==> src/rtl/psi_pkg.sv <==
package psi_pkg;
  typedef enum logic [1:0] {
    PK_STD  = 2'b00,
    PK_ILV  = 2'b01,
    PK_DUAL = 2'b10,
    PK_RSV  = 2'b11
  } pack_mode_e;

  localparam logic [1:0] SRC_PARALLEL = 2'b10;
endpackage

==> src/rtl/psi_wr_merge.sv <==
module psi_wr_merge #(
  parameter int LANES = 4
) (
  input  logic [LANES*8-1:0] old_word,
  input  logic [LANES*8-1:0] new_word,
  input  logic [LANES-1:0]   strb,
  input  logic [LANES-1:0]   lane_allow,
  output logic [LANES*8-1:0] merged
);
  for (genvar g = 0; g < LANES; g++) begin : g_lane
    always_comb begin
      if (strb[g] && lane_allow[g])
        merged[g*8 +: 8] = new_word[g*8 +: 8];
      else
        merged[g*8 +: 8] = old_word[g*8 +: 8];
    end
  end
endmodule

==> src/rtl/psi_out_stage.sv <==
module psi_out_stage #(
  parameter int W = 16
) (
  input  logic         clk,
  input  logic         rst,
  input  logic         load,
  input  logic [W-1:0] load_data,
  input  logic         ready,
  output logic         valid,
  output logic [W-1:0] data
);
  always_ff @(posedge clk) begin
    if (rst) begin
      valid <= 1'b0;
      data  <= '0;
    end else begin
      valid <= load | (valid & ~ready);
      if (load) data <= load_data;
    end
  end

  assert_hold_R8: assert property (@(posedge clk) disable iff (rst)
    (valid && !ready) |=> (valid && $stable(data)));

  assert_no_clobber_R9: assert property (@(posedge clk) disable iff (rst)
    load |-> (!valid || ready));
endmodule

==> src/rtl/par_sample_port.sv <==
module par_sample_port
  import psi_pkg::*;
#(
  parameter int SMP_W = 16,
  localparam int WORD_W = 2 * SMP_W,
  localparam int LANES = WORD_W / 8
) (
  input  logic              clk,
  input  logic              rst,
  input  logic [1:0]        src_sel,
  input  logic [1:0]        pack_mode,
  input  logic              wr_en,
  input  logic [WORD_W-1:0] wr_data,
  input  logic [LANES-1:0]  wr_strb,
  output logic [SMP_W-1:0]  smp_data,
  output logic              smp_valid,
  input  logic              smp_ready,
  output logic [SMP_W-1:0]  nb_data,
  output logic              nb_valid,
  input  logic              nb_ready,
  output logic              overrun
);
  localparam int HALF_LANES = LANES / 2;

  pack_mode_e mode;
  logic parallel, is_std, busy, accept, drop, issue, second_go;
  logic pend1_q, overrun_q;
  logic [WORD_W-1:0] hold_q, merged;
  logic [LANES-1:0] lane_allow;
  logic main_load, nb_load;
  logic [SMP_W-1:0] main_load_data;

  assign mode     = pack_mode_e'(pack_mode);
  assign parallel = (src_sel == SRC_PARALLEL);
  assign is_std   = (mode == PK_STD) || (mode == PK_RSV);

  for (genvar g = 0; g < LANES; g++) begin : g_allow
    if (g < HALF_LANES) begin : g_low
      assign lane_allow[g] = 1'b1;
    end else begin : g_high
      assign lane_allow[g] = ~is_std;
    end
  end

  psi_wr_merge #(.LANES(LANES)) u_merge (
    .old_word  (hold_q),
    .new_word  (wr_data),
    .strb      (wr_strb),
    .lane_allow(lane_allow),
    .merged    (merged)
  );

  assign busy      = smp_valid | nb_valid | pend1_q;
  assign accept    = wr_en & parallel & ~busy;
  assign drop      = wr_en & parallel & busy;
  assign issue     = is_std ? |wr_strb[HALF_LANES-1:0] : |wr_strb;
  assign second_go = pend1_q & smp_valid & smp_ready;

  assign main_load      = (accept & issue) | second_go;
  assign main_load_data = second_go ? hold_q[WORD_W-1:SMP_W] : merged[SMP_W-1:0];
  assign nb_load        = accept & issue & (mode == PK_DUAL);

  always_ff @(posedge clk) begin
    if (rst) begin
      hold_q    <= '0;
      pend1_q   <= 1'b0;
      overrun_q <= 1'b0;
    end else begin
      if (accept) hold_q <= merged;
      if (accept && issue && mode == PK_ILV) pend1_q <= 1'b1;
      else if (second_go)                    pend1_q <= 1'b0;
      if (drop) overrun_q <= 1'b1;
    end
  end

  psi_out_stage #(.W(SMP_W)) u_main (
    .clk(clk), .rst(rst), .load(main_load), .load_data(main_load_data),
    .ready(smp_ready), .valid(smp_valid), .data(smp_data)
  );

  psi_out_stage #(.W(SMP_W)) u_nb (
    .clk(clk), .rst(rst), .load(nb_load), .load_data(merged[WORD_W-1:SMP_W]),
    .ready(nb_ready), .valid(nb_valid), .data(nb_data)
  );

  assign overrun = overrun_q;

  assert_serial_ignored_R2: assert property (@(posedge clk) disable iff (rst)
    (wr_en && src_sel != SRC_PARALLEL && !smp_valid && !nb_valid && !pend1_q)
      |=> (!smp_valid && !nb_valid));

  assert_overrun_sticky_R9: assert property (@(posedge clk) disable iff (rst)
    overrun |=> overrun);

  assert_drop_flags_R9: assert property (@(posedge clk) disable iff (rst)
    (wr_en && src_sel == SRC_PARALLEL && (smp_valid || nb_valid)) |=> overrun);

  assert_nb_dual_only_R6: assert property (@(posedge clk) disable iff (rst)
    $rose(nb_valid) |-> ($past(pack_mode) == 2'b10));

  assert_std_single_R3: assert property (@(posedge clk) disable iff (rst)
    (accept && is_std) |=> !pend1_q);
endmodule

==> config.mk <==
export PLATFORM = sky130hd
export DESIGN_NAME = par_sample_port
export DESIGN_NICKNAME = d
export VERILOG_FILES = /design/src/rtl/psi_pkg.sv /design/src/rtl/psi_wr_merge.sv /design/src/rtl/psi_out_stage.sv /design/src/rtl/par_sample_port.sv
export SDC_FILE = /design/constraint.sdc
export NUM_CORES = 1
export LEC_CHECK = 0
export ABC_AREA = 1
export BUFFER_PORTS_ARGS = -buffer_cell sky130_fd_sc_hd__buf_2
export CORE_MARGIN = 2
export CORE_UTILIZATION = 50
export DETAILED_ROUTE_END_ITERATION = 8
export GPL_TIMING_DRIVEN = 0
export PLACE_DENSITY = 0.75
export SLEW_MARGIN = 20
export SYNTH_ARGS = -nofsm -noshare
export SYNTH_HDL_FRONTEND = slang
export SYNTH_SLANG_ARGS = --single-unit
==> constraint.sdc <==
create_clock -name clk -period 1.9 [get_ports clk]
set_clock_uncertainty 0.15 [all_clocks]
set_input_delay 0.19 -clock clk [delete_from_list [all_inputs] [get_ports clk]]
set_output_delay 0.19 -clock clk [all_outputs]
set_load 0.03 [all_outputs]
==> reports/summary.txt <==
Chip Width: 88.9 µm
Register-to-Register Path Depth: 8
LEAKAGE: 0.00225 µW
ratio of cells with drive above 1 in the final layout: 18.2%
CTS root buffer: clkbuf_8
gr ovfl total: 0
Initial Utilization: 52.4%
status: complete, no violations
NumNets Final: 707
Layout area overhead: 21.3%
hold path endpoint: hold_q[4]
Die Area: 7900 µm²
hold path cells: 5
worst hold path type: in2reg
start of the worst register-to-register path: u_main.valid
first-pass iteration count of the detailed router: 4
Yosys top cell by area: dfxtp_1
R2R Setup Slk: 0.18 ns
WP data required: 2.04 ns
vias in the first global route: 3364
Synth Area in Compound Gates: 10.6%
Final Max Slew Viols: 0
CP Data Arrival Time: 1.86 ns
maximum clock frequency: 0.581 GHz
Top delay family on crit path: buffers and inverters
grt met1 use: 31.7%
RSZ-0062 raised after global routing: yes
Vias/cell: 4.82
CP peak stage delay: 0.31 ns
syn nets: 618
clk buf depth: 2
commonest non-fill, non-tap cell in the layout: nand2_1
Avg Inst Size Synth: 6.31 µm²
clock latency at the later pin of the worst-skew pair: 0.36 ns
HPWL Detailed: 6.74 mm
CTS H-tree depth: 3
Fin. Hold Viols: 0
GR Util met2: 39.6%
CP Buf/Inv Count: 4
final setup margin: 0.178 ns
total power: 3420 µW
count of yosys warnings during synthesis: 0
Die Y: 88.9 µm
adder-cell share of the synthesized area: 0.695%
antenna violations before repair: 0
pre-CTS WS: -0.137 ns
largest net degree at the start of global routing: 13
Routed Antenna Nets: 0
Tmin final: 1.72 ns
most frequent CP cell: buf_2
RR Endpoint: pend1_q
register area share after synthesis: 37.8%
Synth Area in Simple Gates: 34.6%
pwr/cell area: 783 nW/µm²
TritonCTS clock tree: built
I/O Buffers: 75
All-Layer GR Usage: 24.4%
Worst IR Drop VDD: 0.483 mV
worst-margin pin slew: 0.514 ns
#FFs+latches synth: 68
max_slew headroom: 65.7%
top-level I/O count: 80
main combinational cell family by area after synthesis: simple AND/OR/NAND/NOR gates
layer with the highest usage: met2
Syn Inst Count: 571
GRT met3 Usage: 4.01%
Final Setup Violations: 0
cts bufs inserted: 9
Hold Startpoint: wr_data[4]
Synth top area share: 37.8%
Core Area: 6870 µm²
slowest CP cell: dfxtp_1
Yosys cell types: 19
row cnt: 30
crit end category: register
Antenna Cells: 0
proportion of synthesized area in mux cells: 0%
Crit Path Max Fanout: 10
drt initial violations: 131
WS Path Type: reg2reg
type of origin of the critical path: register
first-pass GRT wire length: 15.0 mm
leading cell types in the layout, fill and taps excluded: 132 x nand2_1, 100 x inv_1, 85 x buf_2
Syn Std Cell Area: 3600 µm²
WL final: 9.03 mm
fin crit share: 90.6%
Reg clk slew, reported paths: 0.08 ns
WL per Instance: 11.9 µm
crit-path cells: buf_2 -> inv_1 -> nand2_1 -> nor2_2 -> buf_6 -> buf_2 -> nand3_1 -> a21oi_1
Synth Area in XOR/XNOR: 0%
Max Cap Viol: 0
Vias: 3671
CTS sink cnt: 68
Placer Congestion: 0.838
DR DRC count: 0
synth top area cells: dfxtp_1 38%, nand2_1 14%, inv_1 10%, nor2_1 8.6%, nand4_1 5.7%
Yosys cell counts:
master and n:
buf_6 2, inv_1 100, o21ai_0 17, buf_4 5, dfxtp_1 68, a211oi_1 16, nand3_1 35, inv_2 5
nor2_1 83, ha_1 2, nand3_4 2, nand2_2 2, clkbuf_1 12, a21oi_1 35, nor2_2 1, nand2_1 133
buf_2 12, nand4_1 33, buf_1 8
stage by stage:
stage	instances	setup TNS [ns]	hold WS, ns	instance area [µm²]	utilization (%)
floorplan	571	0	0.203	3600	-
global placement	742	-1.50	0.287	4100	59.7
detailed placement	742	-1.65	0.301	4100	59.7
CTS	761	0	0.0680	4360	63.5
global route	761	-0.000560	0.0927	4370	63.6
finish	761	0	0.0716	4370	63.6
tightest hold or removal path: stages:
cell	delay [ns]
buf_2	0.07
nand2_1	0.04
o21ai_0	0.09
a21oi_1	0.08
nor2_1	0.07
registers in the layout, summed over array words and instances (netlist names):
signal        flops
hold_q           32
overrun           1
pend1_q           1
u_main.data      16
u_main.valid      1
u_nb.data        16
u_nb.valid        1
layout make-up:
cell class | count | area, µm²
Buffer | 39 | 200
Clock buffer | 11 | 151
Clock inverter | 5 | 82.6
Fill cell | 682 | 2500
Inverter | 105 | 394
Multi-Input combinational cell | 359 | 1650
Sequential cell | 68 | 1360
Tap cell | 96 | 120
Timing Repair Buffer | 78 | 405
cells by family (layout without fill, tap and decap cells):
kind of cell | after synthesis | in the layout
and+or+nand+nor | 289 | 289
buffers and inverters | 144 | 238
AOI/OAI and AO/OA | 68 | 68
DFF | 68 | 68
adders and majority gates | 2 | 2
routing by layer:
layer,up-vias,share of wire [%]
li1,1958,-
met1,1606,47
met2,88,45
met3,19,4.6
met4,0,2.7
met5,-,0
worst max-delay path by stage:
stage	to	from	depth (start not counted)	slack, ns
after global routing	hold_q[6]	u_main.valid	9	-0.0006
after detailed placement	u_main.data[8]	pack_mode[0]	10	-0.14
after global placement	u_main.data[6]	pack_mode[0]	10	-0.12
final	pend1_q	u_main.valid	8	0.18
after CTS	u_main.data[0]	u_main.valid	8	0.16
after floorplan	u_main.data[5]	pack_mode[0]	9	0.26
power by group:
| part | internal, µW | switching (µW) |
|---|---|---|
| Sequential | 1480 | 30.0 |
| Clock | 815 | 586 |
| Combinational | 172 | 341 |
what timing repair did:
item | 4_1_cts | 5_1_grt
gates resized for setup | 0 | 3
endpoints found under the setup margin | 0 | 3
hold buffers | 3 | 0
hold endpoints to repair | 2 | 0
setup buffers | 0 | 0
Power figures use the tool's default switching activity.
